## src/rtl/bp_jam_ctrl.sv

```systemverilog
module bp_jam_ctrl #(
  parameter int JAM_BYTES = 4,
  parameter int BYTE_W    = 8
) (
  input  logic              clk,
  input  logic              rst_n,
  input  logic              tx_flow_en,
  input  logic              sw_bp_act,
  input  logic              fifo_flow_ctl,
  input  logic              full_duplex,
  input  logic              rx_carrier,
  output logic              bp_active,
  output logic              jam_valid,
  output logic [BYTE_W-1:0] jam_data,
  output logic              jam_last
);

  localparam int CW = $clog2(JAM_BYTES + 1);

  function automatic logic [BYTE_W-1:0] alt_fill();
    logic [BYTE_W-1:0] r;
    for (int i = 0; i < BYTE_W; i++) r[i] = (i % 2) == 1;
    return r;
  endfunction

  localparam logic [BYTE_W-1:0] JAM_BYTE = alt_fill();

  logic          carrier_q;
  logic [CW-1:0] left;
  logic          jam_start;

  assign bp_active = tx_flow_en & ~full_duplex & (sw_bp_act | fifo_flow_ctl);
  assign jam_start = (left == '0) & rx_carrier & ~carrier_q & bp_active;

  always_ff @(posedge clk) begin
    if (!rst_n) begin
      carrier_q <= 1'b0;
      left      <= '0;
    end else begin
      carrier_q <= rx_carrier;
      if (left != '0)
        left <= left - 1'b1;
      else if (jam_start)
        left <= CW'(JAM_BYTES);
    end
  end

  assign jam_valid = (left != '0);
  assign jam_last  = (left == CW'(1));
  assign jam_data  = jam_valid ? JAM_BYTE : '0;

  p_start_cause_r4: assert property (@(posedge clk) disable iff (!rst_n)
    $rose(jam_valid) |-> $past(rx_carrier) && $past(bp_active));

  p_start_taken_r4: assert property (@(posedge clk) disable iff (!rst_n)
    (!jam_valid && rx_carrier && !carrier_q && bp_active) |=> jam_valid);

  p_end_after_last_r4: assert property (@(posedge clk) disable iff (!rst_n)
    jam_last |=> !jam_valid);

  p_run_to_end_r7: assert property (@(posedge clk) disable iff (!rst_n)
    (jam_valid && !jam_last) |=> jam_valid);

  p_held_carrier_r6: assert property (@(posedge clk) disable iff (!rst_n)
    (rx_carrier && carrier_q && !jam_valid) |=> !jam_valid);

  p_no_bp_no_jam_r2: assert property (@(posedge clk) disable iff (!rst_n)
    (!jam_valid && (full_duplex || !tx_flow_en)) |=> !jam_valid);

  p_no_jam_after_reset_r9: assert property (@(posedge clk)
    !rst_n |=> !jam_valid && !jam_last);

endmodule

```

## config.mk

```make
export PLATFORM = sky130hd
export DESIGN_NAME = bp_jam_ctrl
export DESIGN_NICKNAME = d
export VERILOG_FILES = /design/src/rtl/bp_jam_ctrl.sv
export SDC_FILE = /design/constraint.sdc
export NUM_CORES = 1
export LEC_CHECK = 0
export ABC_AREA = 1
export CELL_PAD_IN_SITES_DETAIL_PLACEMENT = 0
export CELL_PAD_IN_SITES_GLOBAL_PLACEMENT = 2
export CORE_MARGIN = 5
export CORE_UTILIZATION = 14
export CTS_CLUSTER_SIZE = 20
export DETAILED_ROUTE_END_ITERATION = 7
export GPL_TIMING_DRIVEN = 0
export PLACE_DENSITY = 0.66
export REMOVE_ABC_BUFFERS = 1
export SYNTH_ARGS = -nofsm -noshare
export SYNTH_HDL_FRONTEND = slang
export SYNTH_SLANG_ARGS = --single-unit
```

## constraint.sdc

```tcl
create_clock -name clk -period 1 [get_ports clk]
set_input_delay 0.15 -clock clk [delete_from_list [all_inputs] [get_ports clk]]
set_output_delay 0.15 -clock clk [all_outputs]
set_load 0.05 [all_outputs]
```

Yosys cells after proc, flatten, opt, wreduce, memory -nomap -nowiden
Cells that the tools add are included.

Bits in registers: 4. Input port bits: 7. Output and inout bits: 11. Logic and storage cells: 18.

Add/sub/neg operators: 1. Equality and inequality tests: 1. Muxes and demuxes: 3. Bitwise logic cells: 8. Reduce and logical (&&, ||, !) cells: 3.

Operator list (count): 8-bit 2-to-1 mux (1); 3-bit 2-to-1 mux (2); 1-bit AND (5); 3-bit by 1-bit == test with 1-bit output, second input constant (1); 3-bit zero test (1); 3-bit nonzero test (1); 3-bit by 1-bit subtractor with 3-bit output, second input constant (1); 1-bit inverter (2); 2-bit nonzero test (1); 1-bit bitwise OR (1).

Logic depth before layout (Yosys ltp)
Gate-level depths: netlist (run 1).

Word-level depth: 6. Depth in mapped cells: 5. Depth with buffers taken out: 5.

Worst setup path after synthesis (run 1)
OpenSTA, ideal clock, no wires.

Kind: reg2out. Start point: reg left[0]. End point: out jam_last. Arrival time: 1.464 ns. Data required time: 0.850 ns. Path slack: -0.614 ns. Stages on the path, launching flop included: 3. Buffers on the path: 0. Cells stage by stage: dfxtp_1 inv_2 nor3_1.

Word-level cells in the longest chain between the ends: 1.

Ends and longest elaborated chain: start, declared (RTL line 29) `logic [CW-1:0] left;`; start signal, assigned (RTL line 42) `left <= left - 1'b1;`; start signal, assigned (RTL line 44) `left <= CW'(JAM_BYTES);`; 3-bit by 1-bit == test with 1-bit output (RTL line 49) `assign jam_last = (left == CW'(1));`; end, declared (RTL line 15) `output logic jam_last`.

No other way between the ends.

Worst setup path after layout (run 1)
Start point: reg left[2]. End point: out jam_data[1].

Word-level cells in the longest chain between the ends: 2.

Ends and longest elaborated chain: 3-bit nonzero test (RTL line 48) `assign jam_valid = (left != '0);`; 8-bit 2-to-1 mux (RTL line 50) `assign jam_data = jam_valid ? JAM_BYTE : '0;`; end, declared (RTL line 14) `output logic [BYTE_W-1:0] jam_data,`.

No other way between the ends.

==> metrics.txt, run 1 <==
Die Ht 52.2 microns; Worst Clk Skew 0.00384 ns; residual DRC count 0; area delta synth->final 86.9%; reg-to-reg endpoint left[2]; Distinct cells, synth 11; filler-free cell count of the finished design 75; core area 0.00171 sq mm; Worst-Skew Late Latency 0.24 ns; Hold Path Class input port to register; commonest cells after routing, fill and taps aside buf_8, nor2_1, conb_1, dlygate4sd2_1; Final Setup Violations 6; Reg clk slew, reported paths 0.04 ns; I/O pins 18; first-pass GRT wire length 786 microns; total global-route track usage 0.0444; CTS Hold Buffers Added 0; Tmin final 1.15 ns; synthesized flop and latch total 4; vias in the first global route 209; period utilisation layout 1.15; most common cell after layout, fill and taps aside buf_8; CP max FO 6; Initial DRT Pass Iterations 3; FF-to-FF Start left[2]; # rows 15; mapped cell area 249 sq um; Startpoint Class register; hpwl dp 392 microns; Hold Path Stages 3; Final nets 59; mean post-synth cell area 7.11 sq um; arrival time of the worst setup path 1.00 ns; Clock Path Buffers 2; pre-CTS WS -0.766 ns; Synth Area in Compound Gates 0.0804; critical setup path kind register to output port; initial antenna violation count 0; Max Freq 871 MHz; wire length per cell 7.07 microns; WP data required 0.85 ns; Die Width 52.2 microns; DRT iter0 DRCs 4; mux cell area share after synthesis 0; Initial Util 0.146; setup TNS -0.829 ns; CP endpoint kind output port; proportion of layout cells with a drive suffix above 1 0.520; Synthesis Warnings 0; status finished with violations; RSZ-0062 raised after global routing true; Vias 237; Post-Synth XOR/XNOR Area 0; max_cap viols 0; reg2reg setup slack 0.02 ns; Antenna Nets Post-Route 0; final WL 530 microns; clock sink total 4; Root Driver clkbuf_4; hold path start rx_carrier; post-DR vias/cell 3.16; Synth Area in Simple Gates 0.266; Die ar. 0.00272 sq mm; fill count 186; # diodes 0; sequential area share after synthesis 0.322; Post-Synthesis Cells 35; H-tree depth 1; largest net degree at the start of global routing 7; number of cells on the worst reg-to-reg path 4; I/O Buffers 13; Hold Crit Endpoint carrier_q; CTS tree built; CTS buffer count 3; Setup WS post-layout -0.148 ns; Hold Worst Slack 0.467 ns; GP Congestion 0.570; failing checks negative setup slack; final hold vios 0; placed cells 68; final-report max-slew violation count 0; adder-cell area share of the yosys netlist 0; largest family of logic cells by synthesized area buffers and inverters; total gr overflow 0
==> synthesized netlist by cell type <==
cell type	instances	share of area
buf_4	8	0.24
nor2_1	6	0.090
nand2_1	5	0.075
dfxtp_1	4	0.32
inv_1	3	0.045
a21oi_1	2	0.040
inv_2	2	0.030
o21ai_0	2	0.040
conb_1	1	0.015
nand3b_4	1	0.080
nor3_1	1	0.020
==> metal layers <==
metal  share of wire  global-route usage  vias up
met4               0              0.0128        0
met3            0.18              0.0513        0
met2            0.43              0.0586       14
li1                -                   -      123
met5               0                   0        -
met1            0.39              0.0446      100
==> worst max-delay path by stage <==
stage                  endpoint  slack, ns          start
floorplan              jam_last      -0.61        left[0]
global placement      bp_active      -0.76  fifo_flow_ctl
detailed placement    bp_active      -0.77      sw_bp_act
CTS                 jam_data[1]      -0.15        left[2]
global route        jam_data[5]      -0.20        left[2]
finish              jam_data[1]      -0.15        left[2]
==> logic make-up after synthesis <==
logic type | after synthesis
and+or+nand+nor | 13
buffers and inverters | 13
AOI/OAI and AO/OA | 4
DFF | 4
other | 1
==> timing repair <==
action                     in CTS  in global routing
pin swaps                       4                  2
hold endpoints to repair        0                  0
setup buffers                   4                  1
gates cloned                    0                  0
resized for setup              64                  6
setup endpoints to repair       7                  8
==> flip-flops by register name (all words and copies together) (netlist names) <==
name and cells:
carrier_q 1, left 3
==> critical path: stages (launching register included) <==
cell      delay, ns
dfxtp_2        0.33
nand3b_4       0.23
buf_8          0.20
==> through the flow <==
step / utilization / instance area (sq um)
final: 0.273 / 465
after floorplan: - / 200
after global placement: 0.212 / 362
after global routing: 0.273 / 465
after detailed placement: 0.212 / 362
after CTS: 0.262 / 448
==> final cells by class <==
type | instances | area [sq um] | area share
Sequential cell | 4 | 83.8 | 0.180
Multi-Input combinational cell | 21 | 120 | 0.258
Timing Repair Buffer | 17 | 186 | 0.401
Clock buffer | 3 | 22.5 | 0.0484
Tap cell | 25 | 31.3 | 0.0672
Inverter | 5 | 21.3 | 0.0457
Power of run 1 is not shown: default switching activity piles up to over one toggle a cycle in this logic, so the estimate is an artifact.
==> run 2: changes to the inputs <==
--- a/config.mk
+++ b/config.mk
@@ -6,12 +6,12 @@
 export NUM_CORES = 1
 export LEC_CHECK = 0
 export ABC_AREA = 1
-export CELL_PAD_IN_SITES_DETAIL_PLACEMENT = 0
-export CELL_PAD_IN_SITES_GLOBAL_PLACEMENT = 2
-export CORE_MARGIN = 5
-export CORE_UTILIZATION = 14
+export CELL_PAD_IN_SITES_DETAIL_PLACEMENT = 1
+export CELL_PAD_IN_SITES_GLOBAL_PLACEMENT = 1
+export CORE_AREA = 2 2 39 41
 export CTS_CLUSTER_SIZE = 20
 export DETAILED_ROUTE_END_ITERATION = 7
+export DIE_AREA = 0 0 41 43
 export GPL_TIMING_DRIVEN = 0
 export PLACE_DENSITY = 0.66
 export REMOVE_ABC_BUFFERS = 1
==> metrics.txt, run 2 (same netlist as run 1, synthesis figures left out) <==
Vias 252; arrival time of the worst setup path 0.96 ns; final hold vios 0; Root Driver clkbuf_4; I/O pins 18; H-tree depth 1; Die Width 41 microns; max reg flops 3; Post-DP Area 350 sq um; total global-route track usage 0.0864; setup TNS -0.604 ns; wire length per cell 8.66 microns; period utilisation layout 1.11; post-DR vias/cell 3.76; DRT iter0 DRCs 0; first-pass GRT wire length 1.00 mm; Initial Util 0.180; fill count 182; biggest regs left x3, carrier_q x1; GP Congestion 0.623; critical setup path kind register to output port; final-report max-slew violation count 0; proportion of layout cells with a drive suffix above 1 0.451; clock sink total 4; Worst Clk Skew 0.00230 ns; hpwl dp 422 microns; # diodes 0; failing checks negative setup slack; Reg with most FFs left; core area 0.00138 sq mm; Worst-Skew Late Latency 0.23 ns; CP max FO 6; largest net degree at the start of global routing 7; total gr overflow 0; Setup WS post-layout -0.105 ns; Multi-input gate area 109 sq um; CP endpoint kind output port; area delta synth->final 74.9%; final WL 580 microns; I/O Buffers 13; Initial DRT Pass Iterations 1; Clock Path Buffers 2; Die Ht 43 microns; FF/Latch Area 83.8 sq um; pre-CTS WS -0.800 ns; Startpoint Class register; Reg clk slew, reported paths 0.04 ns; Hold Path Class input port to register; final instance area 435 sq um; WP data required 0.85 ns; Final nets 60; Hold Worst Slack 0.463 ns; status finished with violations; Max Freq 905 MHz; max_cap viols 0; Die ar. 0.00176 sq mm; CTS buffer count 3; Tmin final 1.11 ns; vias in the first global route 266; CTS tree built; # rows 14; initial antenna violation count 0; RSZ-0062 raised after global routing true; Final Setup Violations 6; residual DRC count 0; commonest cells after routing, fill and taps aside nor2_1, nand2_1, buf_6, buf_4; Antenna Nets Post-Route 0
run 2: final cells by class:
type                            instances  area share
Timing Repair Buffer                   18       0.411
Clock buffer                            3      0.0517
Sequential cell                         4       0.193
Inverter                                5      0.0489
Tap cell                               16      0.0460
Multi-Input combinational cell         21       0.250
run 2: routing by layer:
layer,track usage,vias to the layer above,wire length [microns]
li1,-,126,-
met1,0.0935,114,195
met2,0.131,12,335
met3,0.0157,0,49
met4,0.0800,0,0
met5,0,-,0
run 2: path summary, 6_finish.rpt:
check / from / endpoint / slack, ns / cells after the start
max: left[2] / jam_data[3] / -0.11 / 2
min: tx_flow_en / left[2] / 0.46 / 5
max reg2reg: left[2] / left[2] / 0.01 / 4
min reg2reg: left[0] / left[0] / 0.54 / 2
run 2: repair_timing:
action                                  in CTS  in global routing
hold endpoints to repair                     0                  0
pin swaps                                    3                  0
buffers inserted                             5                  0
gates resized for setup                     60                  2
hold buffers                                 0                  0
cloned                                       0                  0
endpoints found under the setup margin       7                  7
run 2: critical path, cell delays in order (launching register included):
cell and delay (ns):
dfxtp_2 0.32, nand3b_4 0.21, buf_6 0.19
run 2: through the flow:
stage | util | instances
2_1_floorplan | - | 30
3_3_place_gp | 0.253 | 59
3_5_place_dp | 0.253 | 59
4_1_cts | 0.310 | 67
5_1_grt | 0.315 | 67
6_report | 0.315 | 67
Power of run 2 is left out for the same reason.
==> run 3: changes to the inputs <==
--- a/config.mk
+++ b/config.mk
@@ -15,6 +15,8 @@
 export GPL_TIMING_DRIVEN = 0
 export PLACE_DENSITY = 0.66
 export REMOVE_ABC_BUFFERS = 1
+export SKIP_LAST_GASP = 1
 export SYNTH_ARGS = -nofsm -noshare
 export SYNTH_HDL_FRONTEND = slang
 export SYNTH_SLANG_ARGS = --single-unit
+export TNS_END_PERCENT = 5
==> metrics.txt, run 3 (same netlist as run 1, synthesis figures left out) <==
WP data required 0.85 ns; Multi-input gate area 109 sq um; proportion of layout cells with a drive suffix above 1 0.404; Root Driver clkbuf_4; hpwl dp 422 microns; Reg clk slew, reported paths 0.04 ns; final WL 524 microns; CTS tree built; Die Ht 43 microns; Hold Path Stages 1; Max Freq 902 MHz; Clock Path Buffers 2; Initial Util 0.180; CTS buffer count 3; max reg flops 3; failing checks negative setup slack; Initial DRT Pass Iterations 2; total global-route track usage 0.0794; Reg with most FFs left; arrival time of the worst setup path 0.96 ns; RSZ-0062 raised after global routing true; FF-to-FF Start left[0]; placed cells 59; Die Width 41 microns; filler-free cell count of the finished design 63; FF/Latch Area 83.8 sq um; I/O Buffers 13; vias in the first global route 243; # rows 14; status finished with violations; area delta synth->final 59.8%; setup TNS -0.751 ns; final hold vios 0; Hold Worst Slack 0.439 ns; Hold Path Class register to register; I/O pins 18; biggest regs left x3, carrier_q x1; Tmin final 1.11 ns; H-tree depth 1; residual DRC count 0; first-pass GRT wire length 903 microns; CP max FO 6; critical setup path kind register to output port; Setup WS post-layout -0.109 ns; number of cells on the worst reg-to-reg path 5; initial antenna violation count 0; Antenna Nets Post-Route 0; # diodes 0; reg-to-reg endpoint left[2]; clock sink total 4; post-DR vias/cell 3.68; Hold Crit Endpoint left[0]; max_cap viols 0; largest net degree at the start of global routing 7; total gr overflow 0; CTS Hold Buffers Added 0; Final nets 56; wire length per cell 8.32 microns; Worst-Skew Late Latency 0.23 ns; fill count 177; reg2reg setup slack 0.01 ns; CP endpoint kind output port; final-report max-slew violation count 0; Die ar. 0.00176 sq mm; GP Congestion 0.623; period utilisation layout 1.11; core area 0.00138 sq mm; Worst Clk Skew 0.00236 ns; commonest cells after routing, fill and taps aside buf_6, nor2_1, nand2_1; hold path start left[0]; DRT iter0 DRCs 3; Final Setup Violations 7; Vias 232; most common cell after layout, fill and taps aside buf_6; Startpoint Class register
-- run 3: changes by cell type in the layout (fill, tap and decap cells not counted), sizes merged --
cell,previous run,this run
dlygate4sd2,4,2
buf,12,8
clkdlybuf4s50,2,4
-- run 3: area by class of cell --
cell class,count,area share
well taps,16,0.0503
multi-input cells,21,0.274
flip-flops and latches,4,0.211
clock buffers,3,0.0566
repair buffers,14,0.362
inverters,5,0.0472
-- run 3: worst max-delay path by stage --
| stage | slack [ns] | to | startpoint |
|---|---|---|---|
| 2_1_floorplan | -0.61 | jam_last | left[0] |
| 3_3_place_gp | -0.75 | bp_active | fifo_flow_ctl |
| 3_5_place_dp | -0.80 | bp_active | sw_bp_act |
| 4_1_cts | -0.12 | jam_data[1] | left[0] |
| 5_1_grt | -0.17 | jam_data[1] | left[0] |
| 6_report | -0.11 | jam_data[1] | left[0] |
-- run 3: repair_timing --
action	4_1_cts	5_1_grt
hold endpoints to repair	0	0
buffers inserted	1	0
pin swaps	2	0
gates resized for setup	56	1
endpoints found under the setup margin	7	8
-- run 3: layer usage --
metal  wire (microns)  global-route usage  up-vias
met5                0                   0        -
met2              284               0.113       12
met4                0              0.0800        0
li1                 -                   -      119
met1              193              0.0903      101
met3               46              0.0157        0
-- run 3: per-stage QoR --
step                      cell area (sq um)  setup WS (ns)  utilization
after CTS                               394         -0.123        0.285
after global routing                    398         -0.169        0.288
after global placement                  350         -0.751        0.253
final                                   398         -0.109        0.288
after floorplan                         200         -0.614            -
after detailed placement                350         -0.800        0.253
-- run 3: worst max-delay path: stages (launching register included) --
cell and delay, ns:
dfxtp_2 0.33, inv_2 0.09, nand3b_4 0.13, buf_6 0.18
Power of run 3 is left out for the same reason.
